--- src/rtl/rsat_pkg.sv ---
package rsat_pkg;

    localparam int RSAT_DATA_W = 44;

    typedef struct packed {
        logic [RSAT_DATA_W-1:0] data;
        logic                   vld;
        logic                   ovf;
    } rsat_out_t;

endpackage

--- src/rtl/rsat_round.sv ---
module rsat_round #(
    parameter int DATA_W   = 44,
    parameter int SEL_W    = 4,
    parameter int RND_BASE = 6,
    parameter int POS_W    = 6
) (
    input  logic [DATA_W-1:0] din,
    input  logic              rnd_en,
    input  logic [SEL_W-1:0]  rnd_sel,
    output logic [DATA_W:0]   rnd_val,
    output logic [POS_W-1:0]  lsb_pos
);

    localparam int EXT_W = DATA_W + 1;

    logic [EXT_W-1:0] ext_d;
    logic [EXT_W-1:0] half_d;
    logic [EXT_W-1:0] sum_d;

    always_comb begin
        lsb_pos = rnd_en ? (POS_W'(RND_BASE) + POS_W'(rnd_sel)) : '0;
        ext_d   = {din[DATA_W-1], din};
        half_d  = '0;
        if (rnd_en) begin
            half_d = EXT_W'(1) << (lsb_pos - POS_W'(1));
        end
        sum_d = ext_d + half_d;
        for (int i = 0; i < EXT_W; i++) begin
            rnd_val[i] = sum_d[i] & (!rnd_en || (i >= int'(lsb_pos)));
        end
    end

endmodule

--- src/rtl/rsat_clamp.sv ---
module rsat_clamp #(
    parameter int DATA_W   = 44,
    parameter int SEL_W    = 4,
    parameter int SAT_BASE = 28,
    parameter int POS_W    = 6
) (
    input  logic [DATA_W:0]   rnd_val,
    input  logic [SEL_W-1:0]  sat_sel,
    input  logic              sym_mode,
    input  logic [POS_W-1:0]  lsb_pos,
    output logic [DATA_W-1:0] dout,
    output logic              ovf
);

    logic [POS_W-1:0]  top_pos;
    logic              hi_one_d;
    logic              hi_zero_d;
    logic              lo_zero_d;
    logic              floor_hit_d;
    logic [DATA_W-1:0] pos_lim_d;
    logic [DATA_W-1:0] neg_lim_d;

    always_comb begin
        top_pos   = POS_W'(SAT_BASE) + POS_W'(sat_sel);
        hi_one_d  = 1'b1;
        hi_zero_d = 1'b1;
        lo_zero_d = 1'b1;
        for (int i = 0; i <= DATA_W; i++) begin
            if (i >= int'(top_pos)) begin
                hi_one_d  = hi_one_d & rnd_val[i];
                hi_zero_d = hi_zero_d & !rnd_val[i];
            end else begin
                lo_zero_d = lo_zero_d & !rnd_val[i];
            end
        end
        floor_hit_d = sym_mode && hi_one_d && lo_zero_d;
        ovf         = !(hi_one_d || hi_zero_d) || floor_hit_d;

        for (int i = 0; i < DATA_W; i++) begin
            pos_lim_d[i] = (i < int'(top_pos)) && (i >= int'(lsb_pos));
            neg_lim_d[i] = (i >= int'(top_pos)) || (sym_mode && (i == int'(lsb_pos)));
        end

        if (!ovf) begin
            dout = rnd_val[DATA_W-1:0];
        end else if (rnd_val[DATA_W]) begin
            dout = neg_lim_d;
        end else begin
            dout = pos_lim_d;
        end
    end

endmodule

--- src/rtl/rsat_unit.sv ---
module rsat_unit
    import rsat_pkg::*;
#(
    parameter int DATA_W   = RSAT_DATA_W,
    parameter int SEL_W    = 4,
    parameter int RND_BASE = 6,
    parameter int SAT_BASE = 28
) (
    input  logic              clk,
    input  logic              rst_n,
    input  logic [DATA_W-1:0] in_data,
    input  logic              in_vld,
    input  logic              rnd_en,
    input  logic [SEL_W-1:0]  rnd_sel,
    input  logic [SEL_W-1:0]  sat_sel,
    input  logic              sym_mode,
    output logic [DATA_W-1:0] out_data,
    output logic              out_vld,
    output logic              out_ovf
);

    localparam int EXT_W = DATA_W + 1;
    localparam int POS_W = $clog2(EXT_W + 1);

    logic [EXT_W-1:0]  rnd_val;
    logic [POS_W-1:0]  lsb_pos;
    logic [DATA_W-1:0] clamp_dout;
    logic              clamp_ovf;

    rsat_out_t state_d, state_q;

    rsat_round #(
        .DATA_W(DATA_W), .SEL_W(SEL_W), .RND_BASE(RND_BASE), .POS_W(POS_W)
    ) u_round (
        .din(in_data), .rnd_en(rnd_en), .rnd_sel(rnd_sel),
        .rnd_val(rnd_val), .lsb_pos(lsb_pos)
    );

    rsat_clamp #(
        .DATA_W(DATA_W), .SEL_W(SEL_W), .SAT_BASE(SAT_BASE), .POS_W(POS_W)
    ) u_clamp (
        .rnd_val(rnd_val), .sat_sel(sat_sel), .sym_mode(sym_mode),
        .lsb_pos(lsb_pos), .dout(clamp_dout), .ovf(clamp_ovf)
    );

    always_comb begin
        state_d     = state_q;
        state_d.vld = in_vld;
        state_d.ovf = in_vld & clamp_ovf;
        if (in_vld) begin
            state_d.data = clamp_dout;
        end
    end

    always_ff @(posedge clk or negedge rst_n) begin
        if (!rst_n) begin
            state_q <= '0;
        end else begin
            state_q <= state_d;
        end
    end

    assign out_data = state_q.data;
    assign out_vld  = state_q.vld;
    assign out_ovf  = state_q.ovf;

    // Checker-only copies of the configuration that belongs to the word on the outputs
    logic             chk_ren_q;
    logic             chk_sym_q;
    logic [POS_W-1:0] chk_lsb_q;
    logic [POS_W-1:0] chk_top_q;
    logic             chk_fit;
    logic             chk_low_zero;
    logic             chk_floor;

    always_ff @(posedge clk or negedge rst_n) begin
        if (!rst_n) begin
            chk_ren_q <= 1'b0;
            chk_sym_q <= 1'b0;
            chk_lsb_q <= '0;
            chk_top_q <= POS_W'(DATA_W - 1);
        end else if (in_vld) begin
            chk_ren_q <= rnd_en;
            chk_sym_q <= sym_mode;
            chk_lsb_q <= POS_W'(RND_BASE) + POS_W'(rnd_sel);
            chk_top_q <= POS_W'(SAT_BASE) + POS_W'(sat_sel);
        end
    end

    always_comb begin
        chk_fit      = 1'b1;
        chk_low_zero = 1'b1;
        chk_floor    = 1'b1;
        for (int i = 0; i < DATA_W; i++) begin
            if (i >= int'(chk_top_q)) begin
                chk_fit   = chk_fit & (out_data[i] == out_data[DATA_W-1]);
                chk_floor = chk_floor & out_data[i];
            end else begin
                chk_floor = chk_floor & !out_data[i];
            end
            if (i < int'(chk_lsb_q)) begin
                chk_low_zero = chk_low_zero & !out_data[i];
            end
        end
    end


    vld_follow_chk: assert property (@(posedge clk) disable iff (!rst_n)
        in_vld |=> out_vld);


    idle_hold_chk: assert property (@(posedge clk) disable iff (!rst_n)
        !in_vld |=> (!out_vld && !out_ovf && $stable(out_data)));


    width_fit_chk: assert property (@(posedge clk) disable iff (!rst_n)
        out_vld |-> chk_fit);


    round_lsb_chk: assert property (@(posedge clk) disable iff (!rst_n)
        (out_vld && chk_ren_q) |-> chk_low_zero);


    sym_floor_chk: assert property (@(posedge clk) disable iff (!rst_n)
        (out_vld && chk_sym_q) |-> !chk_floor);

endmodule

--- config.mk ---
export PLATFORM = sky130hd
export DESIGN_NAME = rsat_unit
export DESIGN_NICKNAME = d
export VERILOG_FILES = /design/src/rtl/rsat_pkg.sv /design/src/rtl/rsat_round.sv /design/src/rtl/rsat_clamp.sv /design/src/rtl/rsat_unit.sv
export SDC_FILE = /design/constraint.sdc
export NUM_CORES = 1
export LEC_CHECK = 0
export BUFFER_PORTS_ARGS = -buffer_cell sky130_fd_sc_hd__buf_4
export CAP_MARGIN = 10
export CORE_MARGIN = 5
export CORE_UTILIZATION = 30
export CTS_BUF_LIST = sky130_fd_sc_hd__clkbuf_8
export CTS_CLUSTER_DIAMETER = 150
export CTS_CLUSTER_SIZE = 12
export DETAILED_ROUTE_END_ITERATION = 16
export PLACE_DENSITY = 0.57
export SYNTH_ARGS = -nofsm -noshare
export SYNTH_HDL_FRONTEND = slang
export SYNTH_HIERARCHICAL = 1
export SYNTH_SLANG_ARGS = --single-unit
--- constraint.sdc ---
create_clock -name clk -period 2.05 [get_ports clk]
set_clock_uncertainty 0.2 [all_clocks]
set_input_delay 0.1025 -clock clk [delete_from_list [all_inputs] [get_ports clk]]
set_output_delay 0.1025 -clock clk [all_outputs]
set_load 0.005 [all_outputs]
======== Word level (Yosys, flattened, before mapping) ========
Index checks and enable logic that the tools add are counted.
cells by class
  shift-type cells ........................ 1
  reduce and logical (&&, ||, !) cells .... 229
  order comparisons ....................... 134
  multiplexer cells ....................... 139
  add/subtract/negate cells ............... 4
  bitwise logic cells ..................... 178
  equal/unequal tests ..................... 43
operator list
  kind                                                                                 count
  1-bit bitwise AND                                                                    178
  1-bit two-way mux                                                                    135
  5-bit by 6-bit greater-or-equal comparator with 1-bit output (first input constant)  16
  5-bit by 6-bit < comparator with 1-bit output (first input constant)                 16
  1-bit logical OR                                                                     91
  1-bit logical AND                                                                    90
  44-bit two-way mux                                                                   2
  6-bit greater-or-equal comparator (first input constant)                             14
  5-bit equality test (first input constant)                                           16
  5-bit greater-or-equal comparator (first input constant)                             16
  6-bit equality test (first input constant)                                           12
  6-bit by 5-bit greater-or-equal comparator with 1-bit output (first input constant)  12
  6-bit < comparator (first input constant)                                            12
  4-bit by 6-bit greater-or-equal comparator with 1-bit output (first input constant)  8
  4-bit by 6-bit < comparator with 1-bit output (first input constant)                 8
  1-bit zero test                                                                      47
  45-bit adder                                                                         1
  45-bit two-way mux                                                                   1
  1-bit by 6-bit << shifter with 45-bit output (first input constant)                  1
  4-bit by 5-bit equality test with 1-bit output (first input constant)                8
  4-bit by 5-bit greater-or-equal comparator with 1-bit output (first input constant)  8
  3-bit by 6-bit greater-or-equal comparator with 1-bit output (first input constant)  4
  3-bit by 6-bit < comparator with 1-bit output (first input constant)                 4
  3-bit by 5-bit equality test with 1-bit output (first input constant)                4
  14 further kinds                                                                     24
word-level totals
  register bits ........................... 46
  word-level logic and storage cells ...... 731
  input bits .............................. 57
  output and inout bits ................... 46

======== Logic depth before layout (Yosys ltp) ========
Gate-level depths: netlist of run 1.
  word-level depth ........................ 101
  mapped depth ............................ 28
  gate-level depth less buffers ........... 26

======== Modules after synthesis ========
Netlist of run 1, hierarchy kept.
by module, submodules not included
  module      instances  area an instance (um2)  cells an instance  sequential area each (um2)
  rsat_round  1          3,266.9                 499                0.0
  rsat_clamp  1          2,977.9                 479                0.0
  rsat_unit   1          1,890.6                 96                 1,151.1

======== Worst setup path before layout of run 1 ========
Ideal clock, no wire load.
  path type ............................... input-to-reg
  from .................................... in rnd_sel[1]
  to ...................................... reg state_q, in the netlist out_data[35]
  library setup time ...................... 0.125 ns
  path buffers ............................ 2
  slack ................................... -4.102 ns
  stages on the path ...................... 28
  data required time ...................... 1.725 ns
  arrival time ............................ 5.827 ns
  cell sequence ........................... inv_1 -> ha_1 -> clkbuf_1 -> inv_1 -> nand2_1 -> inv_1 -> nor2_1 -> nand2_1 -> nor2_1 -> ha_1 -> fa_1 -> a21oi_1 -> o21ai_1 -> a22o_1 -> nor4_1 -> o22ai_1 -> o22ai_1 -> o21ai_1 -> xor2_1 -> a21boi_0 -> o21ai_0 -> o2111ai_1 -> or4_1 -> or4_1 -> mux2i_4 -> buf_6 -> mux2_1 -> mux2_4
on the way
  elaborated cells on any way between the ends .. 464
  those cells by class .................... add/sub (3); order compare (45); eq/ne (1); shift (1); mux (139); bitwise (177); reduce/logical (98)
RTL lines
  item                                          line              source
  start: declaration                            rsat_unit.sv:14   input logic [SEL_W-1:0] rnd_sel,
  3-bit by 4-bit adder with 5-bit output *      -
  5-bit two-way mux *                           rsat_round.sv:21  lsb_pos = rnd_en ? (POS_W'(RND_BASE) + POS_W'(rnd_sel)) : '0;
  net lsb_pos[2]                                rsat_unit.sv:26   logic [POS_W-1:0] lsb_pos;
  6-bit by 1-bit subtractor with 6-bit output   rsat_round.sv:25  half_d = EXT_W'(1) << (lsb_pos - POS_W'(1));
  1-bit by 6-bit << shifter with 45-bit output  rsat_round.sv:25
  45-bit two-way mux                            rsat_round.sv:24  if (rnd_en) begin
  45-bit adder                                  rsat_round.sv:27  sum_d = ext_d + half_d;
  1-bit bitwise AND *                           rsat_round.sv:29  rnd_val[i] = sum_d[i] & (!rnd_en || (i >= int'(lsb_pos)));
  net rnd_val[42]                               rsat_unit.sv:25   logic [EXT_W-1:0] rnd_val;
  (+4 left out)                                 -
  1-bit two-way mux                             rsat_clamp.sv:29  if (i >= int'(top_pos)) begin
  1-bit bitwise AND                             rsat_clamp.sv:31  hi_zero_d = hi_zero_d & !rnd_val[i];
  1-bit two-way mux                             rsat_clamp.sv:29
  1-bit logical OR                              rsat_clamp.sv:37  ovf = !(hi_one_d || hi_zero_d) || floor_hit_d;
  1-bit zero test                               rsat_clamp.sv:37
  1-bit logical OR *                            rsat_clamp.sv:37
  44-bit two-way mux *                          rsat_clamp.sv:44  if (!ovf) begin
  net clamp_dout[35]                            rsat_unit.sv:27   logic [DATA_W-1:0] clamp_dout;
  end signal: assignment                        rsat_unit.sv:59   state_q <= state_d;
  end: declaration                              rsat_unit.sv:30   rsat_out_t state_d, state_q;
Mark *: on every way through the listed nets, which the timed path passes. The rest lies on a longest branch.
A chain may end at the register's enable or synchronous reset.

======== Worst setup path after layout of run 1 ========
  from .................................... in rnd_sel[2]
  to ...................................... reg state_q, in the netlist out_data[14]
on the way
  elaborated cells on any way between the ends .. 464
  those cells by class .................... add/sub (3); order compare (45); eq/ne (1); shift (1); mux (139); bitwise (177); reduce/logical (98)
RTL lines
  item                                          line
  3-bit by 4-bit adder with 5-bit output *      -
  5-bit two-way mux *                           rsat_round.sv:21
  6-bit by 1-bit subtractor with 6-bit output   rsat_round.sv:25
  1-bit by 6-bit << shifter with 45-bit output  rsat_round.sv:25
  45-bit two-way mux                            rsat_round.sv:24
  45-bit adder                                  rsat_round.sv:27
  1-bit bitwise AND *                           rsat_round.sv:29
  net rnd_val[21]                               rsat_unit.sv:25
  (+46 left out)                                -
  1-bit two-way mux                             rsat_clamp.sv:29
  1-bit bitwise AND                             rsat_clamp.sv:31
  1-bit two-way mux                             rsat_clamp.sv:29
  1-bit logical OR                              rsat_clamp.sv:37
  1-bit zero test                               rsat_clamp.sv:37
  1-bit logical OR *                            rsat_clamp.sv:37
  44-bit two-way mux *                          rsat_clamp.sv:44
  net clamp_dout[14]                            rsat_unit.sv:27
Marks and branches as above.

==> results.py, run 1 <==
metrics = {
    "outcome": {
        "status": "finished with violations",
        "violations": "setup timing",
    },
    "floorplan": {
        "start_util_pct": 30.4,
        "ios": 103,
        "row_count": 60,
        "die_y_microns": 175,
        "core_area_sq_mm": 0.0268,
        "die_w_microns": 175,
        "dieArea_sq_mm": 0.0305,
    },
    "layout": {
        "final_cells": 1926,
        "drive_above_1_share_pct": 47.2,
        "finish.instance_area_sq_mm": 0.0133,
        "utilization_pct": 49.7,
        "fillers": 2627,
        "synthToLayoutAreaGrowth_pct": 63.7,
        "fin_nets": 1694,
    },
    "place": {
        "placed_area_sq_mm": 0.0123,
        "placedCellCount": 1882,
        "io_buffers": 102,
        "dp_hpwl_mm": 31.6,
        "pre_cts_ws_ps": -4250,
        "place.gp.congestion": 0.982,
    },
    "logic_synthesis": {
        "synth-compound-area-share_pct": 29.9,
        "syn_inst": 1074,
        "synthSimpleGateAreaFrac_pct": 22.4,
        "yosysSeqAreaShare_pct": 14.1,
        "synthXorXnorAreaFrac_pct": 4.20,
        "ys.flop_type": "dfrtp_1",
        "avgSynthCellArea_sq_um": 7.57,
        "synth_seq_cells": 46,
        "synth_top_family_by_area": "compound AO/OA/AOI/OAI gates",
        "synth_edf_count": 0,
        "synth.distinct_cells": 93,
        "synthesis.area_sq_mm": 0.00814,
        "synth_fa_ha_area_share_pct": 8.37,
        "async_flop_share_pct": 100,
        "yosysWarningCount": 6,
        "synth_mux_area_share_pct": 14.2,
    },
    "clock_tree": {
        "numCtsBuffers": 5,
        "cts_tree": "built",
        "ctsRootBufferMaster": "clkbuf_8",
        "clk_latency_ps": 290,
        "clk_pin_slew_worst_paths_ps": 80,
        "clock-sinks": 46,
        "cts.path.max_buffers": 2,
        "htreeDepth": 2,
    },
    "timing": {
        "holdWs_ps": 15.5,
        "timing.fmax_ghz": 0.175,
        "finalHoldViolCount": 0,
        "slew_headroom_pct": 58.3,
        "fin_ws_ps": -3660,
        "finalMaxSlewViolations": 0,
        "post-route-min-period_ps": 5710,
        "worst-slew-pin-transition_ps": 623,
        "fin_crit_sh_pct": 279,
        "rsz0062_at_grt": "true",
        "finalSetupViolations": 45,
    },
    "worst_setup_path": {
        "cp_max_fo": 7,
        "ff2ff_setup_slack_ps": 1060,
        "worstRegToRegCells": 1,
        "start_kind": "input port",
        "crit_path_end_kind": "flop",
        "crit_type": "in -> reg",
        "cpPeakStageDelay_ps": 500,
        "cp.arrival_ps": 5700,
        "crit_required_ps": 2030,
        "crit_path_top_delay_cell": "or4_1",
    },
    "route": {
        "viasPerCell": 5.45,
        "ant_nets": 0,
        "post-route-drc-count": 0,
        "num_vias": 10499,
        "drtIter0Drc": 801,
        "wl_per_cell_microns": 20.2,
        "firstDrtPassIters": 5,
        "wirelength_mm": 39.0,
    },
    "worst_hold_path": {
        "min_path_type": "in -> reg",
        "worstHoldPathCells": 2,
    },
    "global_routing": {
        "grt_pass1_vias": 10191,
        "antenna_found_initial": 0,
        "grt_pass1_wl_mm": 58.1,
        "grt_max_degree": 57,
        "grt_use_total_pct": 23.9,
        "grt_overflow": 0,
    },
    "power": {
        "vdd_drop_max_mv": 0.258,
        "power.leakage_nw": 6.36,
        "power.density_mw_per_mm2": 396,
    },
    "run": {
        "max_cap_viol_count": 0,
    },
}
-- per-layer routing --
layer | share of wire [%] | track usage (%) | wire (microns) | up-vias
met3 | 5.9 | 2.23 | 2310 | 75
met5 | 0 | 0 | 0 | -
met1 | 44 | 32.4 | 17000 | 4951
met4 | 3.6 | 7.79 | 1400 | 0
met2 | 47 | 40.0 | 18300 | 442
li1 | - | - | - | 5031
-- synthesized netlist by cell type, types with 6 or more instances --
| cell | number | share of area (%) |
|---|---|---|
| o21a_1 | 8 | 0.74 |
| mux2_4 | 39 | 7.2 |
| xor2_1 | 20 | 2.2 |
| o21ai_1 | 10 | 0.62 |
| nand2b_1 | 13 | 1.0 |
| nand2_1 | 107 | 4.9 |
| or2_2 | 6 | 0.46 |
| a21o_1 | 23 | 2.1 |
| dfrtp_1 | 46 | 14 |
| nand3_1 | 31 | 1.9 |
| a21oi_2 | 6 | 0.65 |
| o22ai_1 | 14 | 1.1 |
| inv_1 | 39 | 1.8 |
| buf_2 | 19 | 1.2 |
| or3_1 | 9 | 0.69 |
| a21oi_1 | 100 | 6.2 |
| nor3_1 | 26 | 1.6 |
| a211oi_1 | 7 | 0.65 |
| a31oi_1 | 18 | 1.4 |
| xnor2_1 | 19 | 2.0 |
| mux2i_1 | 11 | 1.4 |
| nor2_1 | 95 | 4.4 |
| o31ai_1 | 6 | 0.55 |
| ha_1 | 52 | 8.0 |
| o211ai_1 | 9 | 0.83 |
| nand4_1 | 17 | 1.3 |
| mux2_2 | 10 | 1.4 |
| mux2_1 | 29 | 4.0 |
| buf_6 | 7 | 0.97 |
| o21bai_1 | 10 | 0.92 |
| o21ai_0 | 76 | 4.7 |
| clkbuf_1 | 32 | 1.5 |
| and3_1 | 13 | 1.0 |
| nor2b_1 | 12 | 0.92 |
| and2_1 | 12 | 0.92 |
| nor4_1 | 10 | 0.77 |
-- power by group --
group | switching (W) | internal, W | leakage (nW)
logic | 0.00172 | 0.00186 | 5.73
clock network | 0.000299 | 0.000225 | 0.0466
registers | 0.000103 | 0.00107 | 0.586
-- flip-flops by register name, indices dropped and copies added (netlist names) --
signal    cells
out_data     44
out_ovf       1
out_vld       1
-- stage by stage --
stage          total power (W)  TNS (ps)
2_1_floorplan          0.00281   -150110
3_3_place_gp           0.00446   -184320
3_5_place_dp           0.00448   -186390
4_1_cts                0.00513   -158510
5_1_grt                0.00558   -171360
6_report               0.00527   -161950
-- cell usage in the layout, fill, tap and decap left out, types with 10 or more instances in the layout --
cell type  count
xnor2_1       17
o22ai_1       12
conb_1        14
a21oi_2       12
o21bai_1      10
mux2_4        68
nand2b_1      13
nor2b_1       12
a21oi_1       92
inv_1         37
xor2_1        17
ha_1          46
nand2_1       99
nor2_1        89
nand3_1       26
and2_1        11
nand4_1       17
buf_4        531
o21ai_1       10
o21ai_0       68
nor3_1        23
dfrtp_1       46
a21o_1        23
and3_1        13
a31oi_1       17
-- cell families after synthesis --
family                   Yosys count
AO/OA/AOI/OAI                    368
multiplexers                      90
XOR/XNOR                          39
buffers and inverters            104
adder cells (fa/ha/maj)           54
AND/OR/NAND/NOR                  372
flip-flops                        46
other                              1
-- cell type report --
| type | count | area, sq um | area share, % |
|---|---|---|---|
| multi-input combinational | 937 | 7090 | 53.3 |
| inverter | 39 | 166 | 1.25 |
| antenna | 1 | 2.50 | 0.0188 |
| clock inverter | 2 | 7.51 | 0.0564 |
| tap | 341 | 427 | 3.20 |
| clock buffer | 5 | 68.8 | 0.517 |
| timing repair buffer | 555 | 4400 | 33.1 |
| sequential | 46 | 1150 | 8.65 |
-- repair_timing --
item                                    in CTS  in global routing
hold buffers                                 1                  0
pin swaps                                   10                 14
gates cloned                                 3                  2
endpoints found under the hold margin       46                  0
resized for setup                           51                 59
setup buffers                               15                 15
endpoints found under the setup margin      45                 45
-- worst max-delay path, delay by kind of cell --
family,cells,cell delay [ps]
buffers and inverters,7,810
and+or+nand+nor,7,1780
muxes,3,760
xor gates and xnor gates,2,400
AOI/OAI and AO/OA,8,1330
adders and majority gates,2,510
-- path summary, 6_finish.rpt --
path,start,endpoint
worst max-delay path,rnd_sel[2],out_data[14]$_DFFE_PN0P_
worst max register to register,out_data[3]$_DFFE_PN0P_,out_data[3]$_DFFE_PN0P_
max in group asynchronous,rst_n,out_data[22]$_DFFE_PN0P_
worst min-delay path,in_vld,out_vld$_DFF_PN0_
worst min register to register,out_data[34]$_DFFE_PN0P_,out_data[34]$_DFFE_PN0P_
min in group asynchronous,rst_n,out_data[6]$_DFFE_PN0P_
Note: power is estimated with default switching activity, not from simulation.
==> inputs of run 2 (changes only) <==
--- a/config.mk
+++ b/config.mk
@@ -5,6 +5,7 @@
 export SDC_FILE = /design/constraint.sdc
 export NUM_CORES = 1
 export LEC_CHECK = 0
+export ABC_AREA = 1
 export BUFFER_PORTS_ARGS = -buffer_cell sky130_fd_sc_hd__buf_4
 export CAP_MARGIN = 10
 export CORE_MARGIN = 5
@@ -13,7 +14,7 @@
 export CTS_CLUSTER_DIAMETER = 150
 export CTS_CLUSTER_SIZE = 12
 export DETAILED_ROUTE_END_ITERATION = 16
-export PLACE_DENSITY = 0.57
+export PLACE_DENSITY = 0.56
 export SYNTH_ARGS = -nofsm -noshare
 export SYNTH_HDL_FRONTEND = slang
 export SYNTH_HIERARCHICAL = 1
==> results.py, run 2 <==
metrics = {
    "outcome": {
        "status": "finished with violations",
        "violations": "setup timing",
    },
    "layout": {
        "largest_reg_flops": 44,
        "synthToLayoutAreaGrowth_pct": 72.5,
        "final_common_cell": "nand2_1",
        "final_cell_mix": "nand2_1 (676), buf_4 (584), inv_1 (281)",
        "utilization_pct": 52.2,
        "drive_above_1_share_pct": 39.4,
        "fin_nets": 2596,
        "fillers": 3303,
        "diodes": 0,
    },
    "logic_synthesis": {
        "yosysMostFrequentCell": "nand2_1",
        "avgSynthCellArea_sq_um": 5.07,
        "yosysTopAreaCellShare_pct": 31.5,
        "synth_edf_count": 0,
        "ys.flop_type": "dfrtp_1",
        "synth-compound-area-share_pct": 10.7,
        "yosysWarningCount": 6,
        "synth.largest_area_cell": "nand2_1",
        "synth_fa_ha_area_share_pct": 7.04,
        "async_flop_share_pct": 100,
        "netlist_top_cells_area": "nand2_1 (31%), dfrtp_1 (12%), inv_1 (12%)",
        "synth.distinct_cells": 54,
        "synthesis.area_sq_mm": 0.00952,
        "synth_top_family_by_area": "simple AND/OR/NAND/NOR gates",
        "ys_top_cells_by_count": "nand2_1 (799), inv_1 (295), nor2_1 (217)",
        "synthXorXnorAreaFrac_pct": 0.828,
        "yosysSeqAreaShare_pct": 12.1,
        "synth_seq_cells": 46,
        "syn_inst": 1877,
        "synth_mux_area_share_pct": 0,
        "synthSimpleGateAreaFrac_pct": 53.7,
    },
    "power": {
        "power.leakage_nw": 9.35,
        "clkPwrFrac_pct": 12.4,
        "power_frac_seq_pct": 20.0,
        "p_sw_share_pct": 44.3,
        "combPwrFrac_pct": 67.6,
        "power.density_mw_per_mm2": 338,
        "total_power_w": 0.00555,
        "switchingPower_w": 0.00246,
        "intPower_w": 0.00309,
        "vdd_drop_max_mv": 0.251,
    },
    "clock_tree": {
        "cts_tree": "built",
        "clk_latency_ps": 310,
        "clk_pin_slew_worst_paths_ps": 90,
        "ctsRootBufferMaster": "clkbuf_8",
        "cts.path.max_buffers": 2,
        "numCtsBuffers": 5,
        "htreeDepth": 2,
        "clock-sinks": 46,
    },
    "worst_setup_path": {
        "cp_top_family": "simple AND/OR/NAND/NOR gates",
        "start_kind": "input port",
        "crit_top_cell": "nand2_1",
        "crit_path_top_delay_cell": "ha_4",
        "crit_path_end_kind": "flop",
        "crit_type": "in -> reg",
        "crit_required_ps": 2050,
        "crit_buf_inv": 12,
        "cp.arrival_ps": 4320,
        "cpPeakStageDelay_ps": 250,
        "cp_max_fo": 6,
    },
    "timing": {
        "finalSetupViolations": 45,
        "holdWs_ps": 127,
        "finalMaxSlewViolations": 0,
        "fin_ws_ps": -2270,
        "slew_headroom_pct": 58.1,
        "post-route-min-period_ps": 4320,
        "fin_crit_sh_pct": 211,
        "finalHoldViolCount": 0,
        "rsz0062_at_grt": "true",
        "worst-slew-pin-transition_ps": 622,
        "timing.fmax_ghz": 0.231,
    },
    "floorplan": {
        "dieArea_sq_mm": 0.0354,
        "start_util_pct": 30.3,
        "die_w_microns": 188,
        "core_area_sq_mm": 0.0315,
        "ios": 103,
        "row_count": 65,
        "die_y_microns": 188,
    },
    "place": {
        "io_buffers": 102,
        "dp_hpwl_mm": 45.8,
        "pre_cts_ws_ps": -2980,
        "place.gp.congestion": 1.02,
    },
    "global_routing": {
        "grt_overflow": 0,
        "antenna_found_initial": 0,
        "grt_pass1_wl_mm": 81.3,
        "grt_use_total_pct": 29.4,
        "grt_max_degree": 47,
        "grt_pass1_vias": 13655,
    },
    "route": {
        "wl_per_cell_microns": 18.8,
        "viasPerCell": 4.96,
        "wirelength_mm": 54.4,
        "num_vias": 14336,
        "drtIter0Drc": 1294,
        "post-route-drc-count": 0,
        "firstDrtPassIters": 6,
        "ant_nets": 0,
    },
    "worst_hold_path": {
        "min_path_type": "in -> async",
    },
    "run": {
        "max_cap_viol_count": 0,
    },
}
==> run 2: cell count changes in the layout (fill, tap and decap cells not counted), sizes merged, moves of 72 or more <==
cell   before  now
buf       552  624
inv        41  305
mux2       78    0
nand2     107  823
nand3      31  156
nor2       96  225
==> run 2: kinds of logic after synthesis <==
logic type,after synthesis
fa+ha+maj,53
flops,46
buf+inv,347
xor+xnor,9
other cells,1
compound gates,171
simple gates,1250
==> run 2: power by group through the flow <==
stage	Combinational (W)	Sequential, W	Clock, W
floorplan	0.00147	0.00113	0
CTS	0.00352	0.00111	0.000725
detailed placement	0.00327	0.00113	0
global route	0.00402	0.00113	0.000742
global placement	0.00329	0.00112	0
finish	0.00375	0.00111	0.000686
==> run 2: final timing paths <==
path                                          start                  endpoint  slack, ps  cells after the start
max                                      rnd_sel[1]  out_data[20]$_DFFE_PN0P_      -2270                     41
min                                           rst_n  out_data[10]$_DFFE_PN0P_        130                      2
max reg2reg                out_data[40]$_DFFE_PN0P_  out_data[40]$_DFFE_PN0P_       1190                      2
min reg2reg                out_data[27]$_DFFE_PN0P_  out_data[27]$_DFFE_PN0P_        280                      2
max in group asynchronous                     rst_n  out_data[42]$_DFFE_PN0P_       1120                      2
min in group clk           out_data[27]$_DFFE_PN0P_  out_data[27]$_DFFE_PN0P_        280                      2
==> run 2: worst register-to-register path, cell delays in order, from the launching register on <==
cell	delay, ps
dfrtp_1	410
nand2_1	80
nand2_1	60
==> run 2: what timing repair did <==
action / 4_1_cts / 5_1_grt
buffers inserted: 20 / 18
pin swaps: 60 / 88
gates resized for setup: 217 / 145
hold buffers: 2 / 0
endpoints found under the hold margin: 57 / 0
endpoints found under the setup margin: 45 / 45
gates cloned: 5 / 3
==> run 2: layout make-up <==
cell class | count | area, sq um | area share [%]
clock buffers | 5 | 68.8 | 0.419
clock inverters | 3 | 41.3 | 0.251
flip-flops and latches | 46 | 1150 | 7.01
repair buffers | 628 | 5170 | 31.5
well taps | 402 | 503 | 3.06
multi-input cells | 1501 | 8320 | 50.7
inverters | 304 | 1180 | 7.16
==> run 2: metal layers <==
metal	routed length [microns]	global-route usage (%)	part of all wire [%]	vias to the layer above
met5	0	0	0	-
met4	1630	7.37	3.0	0
met3	4470	4.00	8.2	84
met2	23300	45.6	43	598
met1	25000	42.9	46	6599
li1	-	-	-	7055
==> run 2: metrics by stage <==
| stage | setup TNS, ps | cells | cell area, sq um |
|---|---|---|---|
| after detailed placement | -132010 | 2833 | 14400 |
| final | -98800 | 2889 | 16400 |
| after floorplan | -70100 | 1890 | 9720 |
| after CTS | -96580 | 2868 | 15700 |
| after global routing | -111280 | 2889 | 16400 |
| after global placement | -136150 | 2833 | 14400 |
==> inputs of run 3 (changes only) <==
--- a/config.mk
+++ b/config.mk
@@ -14,7 +14,7 @@
 export CTS_CLUSTER_DIAMETER = 150
 export CTS_CLUSTER_SIZE = 12
 export DETAILED_ROUTE_END_ITERATION = 16
-export PLACE_DENSITY = 0.56
+export PLACE_DENSITY_LB_ADDON = 0.08
 export SYNTH_ARGS = -nofsm -noshare
 export SYNTH_HDL_FRONTEND = slang
 export SYNTH_HIERARCHICAL = 1
==> results.py, run 3 (synthesis results as in run 2) <==
metrics = {
    "power": {
        "power.leakage_nw": 9.13,
        "power.density_mw_per_mm2": 339,
        "p_sw_share_pct": 44.3,
        "clkPwrFrac_pct": 12.2,
        "combPwrFrac_pct": 67.3,
        "total_power_w": 0.00542,
        "vdd_drop_max_mv": 0.233,
        "power_frac_seq_pct": 20.4,
        "intPower_w": 0.00302,
        "switchingPower_w": 0.00240,
    },
    "floorplan": {
        "dieArea_sq_mm": 0.0354,
        "die_w_microns": 188,
        "row_count": 65,
        "start_util_pct": 30.3,
        "ios": 103,
        "core_area_sq_mm": 0.0315,
        "die_y_microns": 188,
    },
    "timing": {
        "fin_setup_tns_ps": -104700,
        "post-route-min-period_ps": 4420,
        "fin_ws_ps": -2370,
        "finalMaxSlewViolations": 0,
        "finalHoldViolCount": 0,
        "rsz0062_at_grt": "true",
        "holdWs_ps": 127,
        "finalSetupViolations": 45,
        "worst-slew-pin-transition_ps": 577,
        "fin_crit_sh_pct": 216,
        "timing.fmax_ghz": 0.226,
        "slew_headroom_pct": 61.6,
    },
    "worst_setup_path": {
        "crit_path_top_delay_cell": "nor3_4",
        "r2r-start": "out_data[16]$_DFFE_PN0P_",
        "cp.arrival_ps": 4410,
        "crit_buf_inv": 10,
        "cpPeakStageDelay_ps": 370,
        "r2r_end": "out_data[16]$_DFFE_PN0P_",
        "crit_top_cell": "nand2_1",
        "worstRegToRegCells": 2,
        "crit_path_end_kind": "flop",
        "crit_required_ps": 2040,
        "cp_top_family": "simple AND/OR/NAND/NOR gates",
        "cp_max_fo": 5,
        "ff2ff_setup_slack_ps": 1200,
        "crit_type": "in -> reg",
        "start_kind": "input port",
    },
    "route": {
        "viasPerCell": 4.87,
        "num_vias": 13843,
        "ant_nets": 0,
        "wl_per_cell_microns": 18.6,
        "firstDrtPassIters": 6,
        "wirelength_mm": 52.7,
        "post-route-drc-count": 0,
        "drtIter0Drc": 1157,
    },
    "clock_tree": {
        "clk_pin_slew_worst_paths_ps": 90,
        "htreeDepth": 2,
        "cts_tree": "built",
        "clk_latency_ps": 290,
        "ctsRootBufferMaster": "clkbuf_8",
        "numCtsBuffers": 5,
        "clock-sinks": 46,
        "cts.path.max_buffers": 2,
    },
    "layout": {
        "drive_above_1_share_pct": 36.9,
        "fillers": 3416,
        "diodes": 0,
        "multi_input_area_sq_mm": 0.00821,
        "largest_reg_flops": 44,
        "final_common_cell": "nand2_1",
        "fin_nets": 2548,
        "final_cell_mix": "nand2_1 (696), buf_4 (539), inv_1 (279)",
        "seq_area_sq_mm": 0.00115,
        "synthToLayoutAreaGrowth_pct": 67.7,
    },
    "place": {
        "io_buffers": 102,
        "dp_hpwl_mm": 44.4,
        "place.gp.congestion": 1.03,
    },
    "global_routing": {
        "grt_max_degree": 47,
        "grt_overflow": 0,
        "grt_use_total_pct": 28.4,
        "grt_pass1_wl_mm": 78.2,
        "grt_pass1_vias": 13319,
        "antenna_found_initial": 1,
    },
    "run": {
        "max_cap_viol_count": 0,
    },
    "outcome": {
        "status": "finished with violations",
        "violations": "setup timing",
    },
    "worst_hold_path": {
        "min_path_type": "in -> async",
    },
}
run 3: final cells by class:
type	count	share of cell area, %
multi-input cells	1498	51.4
inverters	304	7.41
well taps	402	3.15
clock buffers	5	0.431
clock inverters	3	0.259
repair buffers	583	30.1
flip-flops and latches	46	7.21
run 3: stage by stage:
stage	cells	setup slack, ps	area, sq um	util, %
after detailed placement	2783	-3220	14000	44.4
after global placement	2783	-3270	14000	44.4
final	2841	-2370	16000	50.7
after floorplan	1890	-1570	9720	-
after global routing	2841	-2540	16000	50.7
after CTS	2833	-2270	15200	48.2
run 3: timing repair:
action                                  4_1_cts  5_1_grt
cloned                                        8        3
endpoints found under the setup margin       45       45
pin swaps                                    79       91
setup buffers                                33        6
gates resized for setup                     153      179
hold buffers                                  2        0
endpoints found under the hold margin        52        0
run 3: how the worst max path moves through the flow:
| stage | from | to | slack (ps) | depth (start not counted) |
|---|---|---|---|---|
| 2_1_floorplan | rnd_sel[1] | out_data[9]$_DFFE_PN0P_ | -1570 | 37 |
| 3_3_place_gp | rnd_sel[1] | out_data[25]$_DFFE_PN0P_ | -3270 | 38 |
| 3_5_place_dp | rnd_sel[1] | out_data[25]$_DFFE_PN0P_ | -3220 | 38 |
| 4_1_cts | rnd_sel[2] | out_data[30]$_DFFE_PN0P_ | -2270 | 44 |
| 5_1_grt | rnd_sel[1] | out_data[0]$_DFFE_PN0P_ | -2540 | 36 |
| 6_report | rnd_sel[1] | out_data[20]$_DFFE_PN0P_ | -2370 | 36 |
run 3: power by group through the flow:
| stage | logic, W | clock network (W) | registers [W] |
|---|---|---|---|
| 2_1_floorplan | 0.00147 | 0 | 0.00113 |
| 5_1_grt | 0.00394 | 0.000714 | 0.00113 |
| 6_report | 0.00365 | 0.000663 | 0.00111 |
| 3_5_place_dp | 0.00319 | 0 | 0.00113 |
| 3_3_place_gp | 0.00321 | 0 | 0.00113 |
| 4_1_cts | 0.00340 | 0.000687 | 0.00111 |
run 3: per-layer routing:
metal / share of wire [%] / vias to the layer above / routed length [microns] / global-route usage, %
met1: 47 / 6301 / 24700 / 41.5
li1: - / 6952 / - / -
met2: 42 / 515 / 22000 / 43.1
met3: 8.7 / 73 / 4590 / 5.41
met5: 0.023 / - / 12 / 0
met4: 2.7 / 2 / 1420 / 7.14
